--- config.mk ---
export PLATFORM = sky130hd
export DESIGN_NAME = epp_host_ctrl
export DESIGN_NICKNAME = d
export VERILOG_FILES = /design/src/rtl/epp_pkg.sv /design/src/rtl/epp_sync.sv /design/src/rtl/epp_watchdog.sv /design/src/rtl/epp_decode.sv /design/src/rtl/epp_host_ctrl.sv
export SDC_FILE = /design/constraint.sdc
export NUM_CORES = 1
export LEC_CHECK = 0
export ABC_AREA = 1
export CAP_MARGIN = 40
export CORE_ASPECT_RATIO = 1.2
export CORE_UTILIZATION = 53
export DETAILED_ROUTE_END_ITERATION = 16
export HOLD_SLACK_MARGIN = 0.08
export PLACE_DENSITY = 0.88
export SLEW_MARGIN = 20
export SYNTH_ARGS = -nofsm -noshare
export SYNTH_HDL_FRONTEND = slang
export SYNTH_HIERARCHICAL = 1
export SYNTH_SLANG_ARGS = --single-unit
--- constraint.sdc ---
create_clock -name clk -period 2.35 [get_ports clk]
set_input_delay 0.3525 -clock clk [delete_from_list [all_inputs] [get_ports clk]]
set_output_delay 0.3525 -clock clk [all_outputs]
set_load 0.005 [all_outputs]
--- src/rtl/epp_pkg.sv ---
package epp_pkg;

    // host register offsets
    localparam logic [2:0] OFS_DATA   = 3'd0;
    localparam logic [2:0] OFS_STATUS = 3'd1;
    localparam logic [2:0] OFS_CTL    = 3'd2;
    localparam logic [2:0] OFS_EADDR  = 3'd3;

    // control register bit positions
    localparam int CTL_STROBE = 0;
    localparam int CTL_AUTOFD = 1;
    localparam int CTL_INIT   = 2;
    localparam int CTL_DIR    = 5;

    typedef enum logic [2:0] {
        ST_IDLE,
        ST_SETUP,
        ST_CMD,
        ST_STRB,
        ST_DONE,
        ST_ABORT
    } cyc_state_t;

endpackage

--- src/rtl/epp_sync.sv ---
module epp_sync #(
    parameter int   STAGES    = 2,
    parameter logic RESET_VAL = 1'b1
) (
    input  logic clk,
    input  logic rst_n,
    input  logic d,
    output logic q
);
    generate
        if (STAGES == 0) begin : g_bypass
            assign q = d;
        end else begin : g_chain
            logic [STAGES-1:0] chain_q;
            always_ff @(posedge clk or negedge rst_n) begin
                if (!rst_n) begin
                    chain_q <= {STAGES{RESET_VAL}};
                end else if (STAGES == 1) begin
                    chain_q[0] <= d;
                end else begin
                    chain_q <= {chain_q[STAGES-2:0], d};
                end
            end
            assign q = chain_q[STAGES-1];
        end
    endgenerate
endmodule

--- src/rtl/epp_watchdog.sv ---
module epp_watchdog #(
    parameter int LIMIT = 2000
) (
    input  logic clk,
    input  logic rst_n,
    input  logic run,
    output logic expired
);
    localparam int CW = $clog2(LIMIT + 1);
    localparam logic [CW-1:0] LAST = CW'(LIMIT - 1);

    logic [CW-1:0] cnt_q;

    always_ff @(posedge clk or negedge rst_n) begin
        if (!rst_n) begin
            cnt_q <= '0;
        end else if (!run) begin
            cnt_q <= '0;
        end else if (cnt_q != LAST) begin
            cnt_q <= cnt_q + 1'b1;
        end
    end

    assign expired = run && (cnt_q == LAST);


    wd_range_chk: assert property (@(posedge clk) disable iff (!rst_n)
        cnt_q <= LAST);


    wd_restart_chk: assert property (@(posedge clk) disable iff (!rst_n)
        !run |=> cnt_q == '0);
endmodule

--- src/rtl/epp_decode.sv ---
module epp_decode
    import epp_pkg::*;
(
    input  logic [2:0] addr,
    output logic       sel_data,
    output logic       sel_status,
    output logic       sel_ctl,
    output logic       sel_eaddr,
    output logic       sel_edata,
    output logic       sel_epp
);
    always_comb begin
        sel_data   = (addr == OFS_DATA);
        sel_status = (addr == OFS_STATUS);
        sel_ctl    = (addr == OFS_CTL);
        sel_eaddr  = (addr == OFS_EADDR);
        sel_edata  = addr[2];
        sel_epp    = sel_eaddr || sel_edata;
    end
endmodule

--- src/rtl/epp_host_ctrl.sv ---
module epp_host_ctrl
    import epp_pkg::*;
#(
    parameter int CLK_HZ      = 200_000_000,
    parameter int TIMEOUT_US  = 10,
    parameter int SYNC_STAGES = 2
) (
    input  logic       clk,
    input  logic       rst_n,
    input  logic       epp_en,
    input  logic       hb_sel,
    input  logic       hb_wr,
    input  logic [2:0] hb_addr,
    input  logic [7:0] hb_wdata,
    output logic [7:0] hb_rdata,
    output logic       hb_stall,
    output logic [7:0] pd_out,
    input  logic [7:0] pd_in,
    output logic       pd_oe,
    output logic       n_write,
    output logic       n_datastb,
    output logic       n_addrstb,
    input  logic       n_wait,
    output logic       strobe_o,
    output logic       autofd_o,
    output logic       init_o
);
    localparam int WD_CYCLES = (CLK_HZ / 1_000_000) * TIMEOUT_US;

    cyc_state_t state_q, state_nx;

    logic       sel_data, sel_status, sel_ctl, sel_eaddr, sel_edata, sel_epp;
    logic       wait_hi;
    logic       wd_run, wd_expired;
    logic       epp_req;
    logic [7:0] ctl_q, data_q, rd_latch_q, cyc_byte_q;
    logic       cyc_addr_q, cyc_wr_q, to_flag_q;
    logic       cyc_drive, host_done, reg_wr;

    epp_decode u_dec (
        .addr       (hb_addr),
        .sel_data   (sel_data),
        .sel_status (sel_status),
        .sel_ctl    (sel_ctl),
        .sel_eaddr  (sel_eaddr),
        .sel_edata  (sel_edata),
        .sel_epp    (sel_epp)
    );

    epp_sync #(.STAGES(SYNC_STAGES), .RESET_VAL(1'b1)) u_wsync (
        .clk   (clk),
        .rst_n (rst_n),
        .d     (n_wait),
        .q     (wait_hi)
    );

    assign wd_run = (state_q == ST_SETUP) || (state_q == ST_CMD) || (state_q == ST_STRB);

    epp_watchdog #(.LIMIT(WD_CYCLES)) u_wd (
        .clk     (clk),
        .rst_n   (rst_n),
        .run     (wd_run),
        .expired (wd_expired)
    );

    assign epp_req   = hb_sel && epp_en && sel_epp;
    assign host_done = (state_q == ST_DONE) || (state_q == ST_ABORT);
    assign reg_wr    = hb_sel && hb_wr && !hb_stall;

    // state register
    always_ff @(posedge clk or negedge rst_n) begin
        if (!rst_n) state_q <= ST_IDLE;
        else        state_q <= state_nx;
    end

    // next-state logic
    always_comb begin
        state_nx = state_q;
        unique case (state_q)
            ST_IDLE:  if (epp_req) state_nx = ST_SETUP;
            ST_SETUP: if (wd_expired) state_nx = ST_ABORT;
                      else if (!wait_hi) state_nx = ST_CMD;
            ST_CMD:   if (wd_expired) state_nx = ST_ABORT;
                      else state_nx = ST_STRB;
            ST_STRB:  if (wait_hi) state_nx = ST_DONE;
                      else if (wd_expired) state_nx = ST_ABORT;
            ST_DONE:  state_nx = ST_IDLE;
            ST_ABORT: state_nx = ST_IDLE;
            default:  state_nx = ST_IDLE;
        endcase
    end

    // cycle context latched at start
    always_ff @(posedge clk or negedge rst_n) begin
        if (!rst_n) begin
            cyc_addr_q <= 1'b0;
            cyc_wr_q   <= 1'b0;
            cyc_byte_q <= '0;
        end else if (state_q == ST_IDLE && epp_req) begin
            cyc_addr_q <= sel_eaddr;
            cyc_wr_q   <= ctl_q[CTL_STROBE] || (hb_wr && !ctl_q[CTL_DIR]);
            cyc_byte_q <= hb_wr ? hb_wdata : data_q;
        end
    end

    // read byte capture at the end of the strobe
    always_ff @(posedge clk or negedge rst_n) begin
        if (!rst_n)                           rd_latch_q <= '0;
        else if (state_q == ST_STRB && wait_hi) rd_latch_q <= pd_in;
    end

    // host-visible registers
    always_ff @(posedge clk or negedge rst_n) begin
        if (!rst_n) begin
            ctl_q  <= '0;
            data_q <= '0;
        end else begin
            if (reg_wr && sel_ctl)  ctl_q  <= hb_wdata;
            if (reg_wr && sel_data) data_q <= hb_wdata;
        end
    end

    always_ff @(posedge clk or negedge rst_n) begin
        if (!rst_n)                                     to_flag_q <= 1'b0;
        else if (state_q == ST_ABORT)                   to_flag_q <= 1'b1;
        else if (reg_wr && sel_status && hb_wdata[0])   to_flag_q <= 1'b0;
    end

    // host side outputs
    always_comb begin
        hb_stall = epp_req && !host_done;
        hb_rdata = 8'hFF;
        if (sel_data)        hb_rdata = ctl_q[CTL_DIR] ? pd_in : data_q;
        else if (sel_status) hb_rdata = {7'b0, to_flag_q};
        else if (sel_ctl)    hb_rdata = ctl_q;
        else if (epp_en && state_q == ST_DONE) hb_rdata = rd_latch_q;
    end

    // peripheral side outputs
    always_comb begin
        cyc_drive = (state_q == ST_CMD) || (state_q == ST_STRB) || (state_q == ST_DONE);
        n_datastb = !(state_q == ST_STRB && !cyc_addr_q);
        n_addrstb = !(state_q == ST_STRB && cyc_addr_q);
        n_write   = !(cyc_drive && cyc_wr_q);
        pd_oe     = cyc_drive ? cyc_wr_q : !ctl_q[CTL_DIR];
        pd_out    = cyc_drive ? cyc_byte_q : data_q;
        strobe_o  = ctl_q[CTL_STROBE];
        autofd_o  = ctl_q[CTL_AUTOFD];
        init_o    = ctl_q[CTL_INIT];
    end


    strb_excl_chk: assert property (@(posedge clk) disable iff (!rst_n)
        n_datastb || n_addrstb);


    strb_stall_chk: assert property (@(posedge clk) disable iff (!rst_n)
        (!n_datastb || !n_addrstb) |-> (hb_sel && hb_stall));


    nwrite_order_chk: assert property (@(posedge clk) disable iff (!rst_n)
        ($fell(n_datastb) || $fell(n_addrstb)) |-> $stable(n_write) && $stable(pd_oe));


    force_wr_chk: assert property (@(posedge clk) disable iff (!rst_n)
        (state_q == ST_STRB && ctl_q[CTL_STROBE]) |-> (!n_write && pd_oe));


    dir_read_chk: assert property (@(posedge clk) disable iff (!rst_n)
        (state_q == ST_STRB && ctl_q[CTL_DIR] && !ctl_q[CTL_STROBE]) |-> (n_write && !pd_oe));


    abort_flag_chk: assert property (@(posedge clk) disable iff (!rst_n)
        (state_q == ST_ABORT) |=> to_flag_q);


    abort_release_chk: assert property (@(posedge clk) disable iff (!rst_n)
        (state_q == ST_ABORT) |-> (n_write && n_datastb && n_addrstb && !hb_stall));


    mode_off_chk: assert property (@(posedge clk) disable iff (!rst_n)
        (!epp_en && state_q == ST_IDLE) |=> state_q == ST_IDLE);
endmodule

==> key figures <==
Outcome
  • Outcome: finished, final reports clean

Routing
  • Wire per inst: 14.03 um
  • Vias: 2746
  • Initial drt markers: 202
  • Total Wirelength: 7.143 mm
  • DRT Pass-1 Iters: 4
  • Residual DRC count: 0
  • Final ANT Viol Nets: 0
  • Vias per cell: 5.395

Floorplanning
  • Starting density of the core: 0.5479
  • Die area: 5778 um2
  • Chip height: 83.07 um
  • Die W: 69.56 um
  • CORE AREA: 5298 um2
  • Row Count: 29
  • # IOs: 49

Clocking
  • Clock sink count: 51
  • Cts bufs inserted: 5
  • Clock transition at path regs: 80 ps
  • CTS tree: done
  • Root Buffer: clkbuf_8
  • Htree depth: 2
  • Post-cts hold buffer count: 0
  • Worst skew pair latency: 300 ps
  • CTS Buffer Depth: 2

Layout
  • Area growth syn-to-layout: 25.47%
  • Proportion of layout cells with a drive suffix above 1: 0.1588
  • Final net count: 472
  • Layout Cells excl Fill: 509
  • Final Instance Area: 3642 um2
  • ANT cells: 0

Pwr
  • P_int: 2033 uW
  • P per Cell Area: 901.5 nW/um2
  • VDD IR-drop max: 565.6 uV
  • Power share of the clock group: 0.149
  • Power Total: 3283 uW
  • Comb power frac: 0.420
  • P_sw: 1250 uW
  • Static leakage: 0.001794 uW
  • Sequential Power Share: 0.431
  • Switching Share: 0.3807

Synthesis
  • Net Count, Synth: 413
  • Syn Inst Count: 387
  • Mean Syn Cell Area: 7.501 um2
  • Mapped Area: 2903 um2
  • Synth Warn #: 6

Timing
  • Worst slew margin: 0.5715
  • Fin crit share: 0.9683
  • Final min period: 2275 ps
  • Fin Clk Skew: 3.958 ps
  • Final setup vio count: 0
  • Final Hold Fails: 0
  • Slew Viols, Final: 0
  • Max Clk Rate: 439.5 MHz
  • Slew @ Worst Pin: 642.7 ps

Setup path
  • Worst flop-to-flop path endpoint: state_q[0]
  • CP startpoint: state_q[0]
  • R2R depth: 9
  • FF-to-FF setup slack: 450 ps
  • Crit-path cells: nor2_4 > nand2_1 > o21ai_4 > buf_6 > nand2_1 > o21ai_0 > clkdlybuf4s50_1
  • Worst endpoint required time: 2000 ps
  • Highest-delay cell along the critical path: clkdlybuf4s50_1
  • Arrival time at the worst endpoint: 1920 ps
  • Worst setup path endpoint: pd_out[3]
  • Number of cells on the critical path: 7
  • Slowest stage delay, CP: 530 ps
  • Critical path peak fanout: 6
  • R2r startpoint: u_wd/cnt_q[0]
  • CP Launch Type: flip-flop
  • Critical path endpoint category: primary output
  • Most used cell, CP: nand2_1
  • Worst path bufs/invs: 2
  • CP top delay family: buffers and inverters
  • Critical setup path kind: flip-flop to primary output

Flow run
  • Max-Cap Viols: 0

Placed design
  • Placed insts: 495
  • Placed Area: 3462 um2
  • Post-detail-place hpwl: 5.186 mm
  • Port Buf Inserts: 48
  • GP Congestion: 0.8542

GRT
  • Congestion Overflow GR: 0
  • Initial antenna violation count: 0
  • Pin count of the biggest net entering global routing: 52
  • Global-route wire length before repair: 11.96 mm
  • Vias in the first global route: 2705
  • GRT Util Overall: 0.2587

Min path
  • Min-delay worst type: input pin to asynchronous set/reset pin
[registers in the layout, summed over array words and instances, names as in the netlist, 2 cells and up]
signal,cells
u_wd/cnt_q,11
state_q,3
ctl_q,8
data_q,8
cyc_byte_q,8
u_wsync/g_chain.chain_q,2
rd_latch_q,8
[placed cells by master, fill, tap and decap left out, types with 8 or more instances in the layout]
master,instances
o21ai_2,16
o21ai_0,21
a31oi_1,8
inv_1,45
dfrtp_1,47
buf_4,13
nand2_1,111
clkdlybuf4s50_1,33
o211ai_1,8
nand3_1,20
nor2_1,35
[metal layers]
metal,global-route usage,vias up,part of all wire
met5,0,-,0
met3,0.04490,8,0.044
met2,0.4748,74,0.54
met4,0.08349,0,0.013
li1,-,1356,-
met1,0.3019,1308,0.40
[repair_timing]
action | 4_1_cts | 5_1_grt
gates resized for setup | 18 | 18
setup endpoints to repair | 15 | 14
buffers inserted | 0 | 5
pin swaps | 1 | 3
gates cloned | 0 | 1
hold endpoints to repair | 0 | 0
[through the flow]
stage	hold slack (ps)	util	worst slack, ps	setup TNS, ps
floorplan	56.91	-	675.9	0
global placement	347.1	0.6535	-278.1	-2063
detailed placement	350.1	0.6535	-343.3	-2316
CTS	176.2	0.6710	-113.7	-113.7
global route	203.7	0.6875	-3.168	-6.243
finish	153.5	0.6875	74.52	0
[power groups by stage]
stage | logic (uW) | registers [uW] | clock network, uW
after floorplan | 783 | 1330 | 0
after global placement | 1240 | 1400 | 0
after detailed placement | 1280 | 1420 | 0
after CTS | 1300 | 1410 | 497
after global routing | 1540 | 1440 | 533
final | 1380 | 1410 | 490
[worst min-delay path by stage]
| stage | end | slack, ps | depth (start not counted) |
|---|---|---|---|
| 2_1_floorplan | ctl_q[0] | 60 | 0 |
| 3_3_place_gp | u_wsync/g_chain.chain_q[1] | 350 | 0 |
| 3_5_place_dp | u_wsync/g_chain.chain_q[1] | 350 | 0 |
| 4_1_cts | rd_latch_q[5] | 180 | 2 |
| 5_1_grt | to_flag_q | 200 | 2 |
| 6_report | rd_latch_q[0] | 150 | 2 |
[worst reg2reg max path, cell delays in order, from the launching register on]
cell	delay, ps
dfrtp_1	420
ha_1	270
nand3_2	170
nor3_1	510
nor2_1	100
nand3_1	100
nand2_1	70
nor2_1	90
nand2_1	50
nand2_1	50
[layout make-up]
| cell class | instances | area, um2 |
|---|---|---|
| multi-input cells | 273 | 1401 |
| inverters | 51 | 191.4 |
| fillers | 444 | 1655 |
| flip-flops and latches | 51 | 1281 |
| well taps | 62 | 77.57 |
| repair buffers | 64 | 610.6 |
| clock buffers | 8 | 80.08 |
Note: power is estimated with default switching activity, not from simulation.
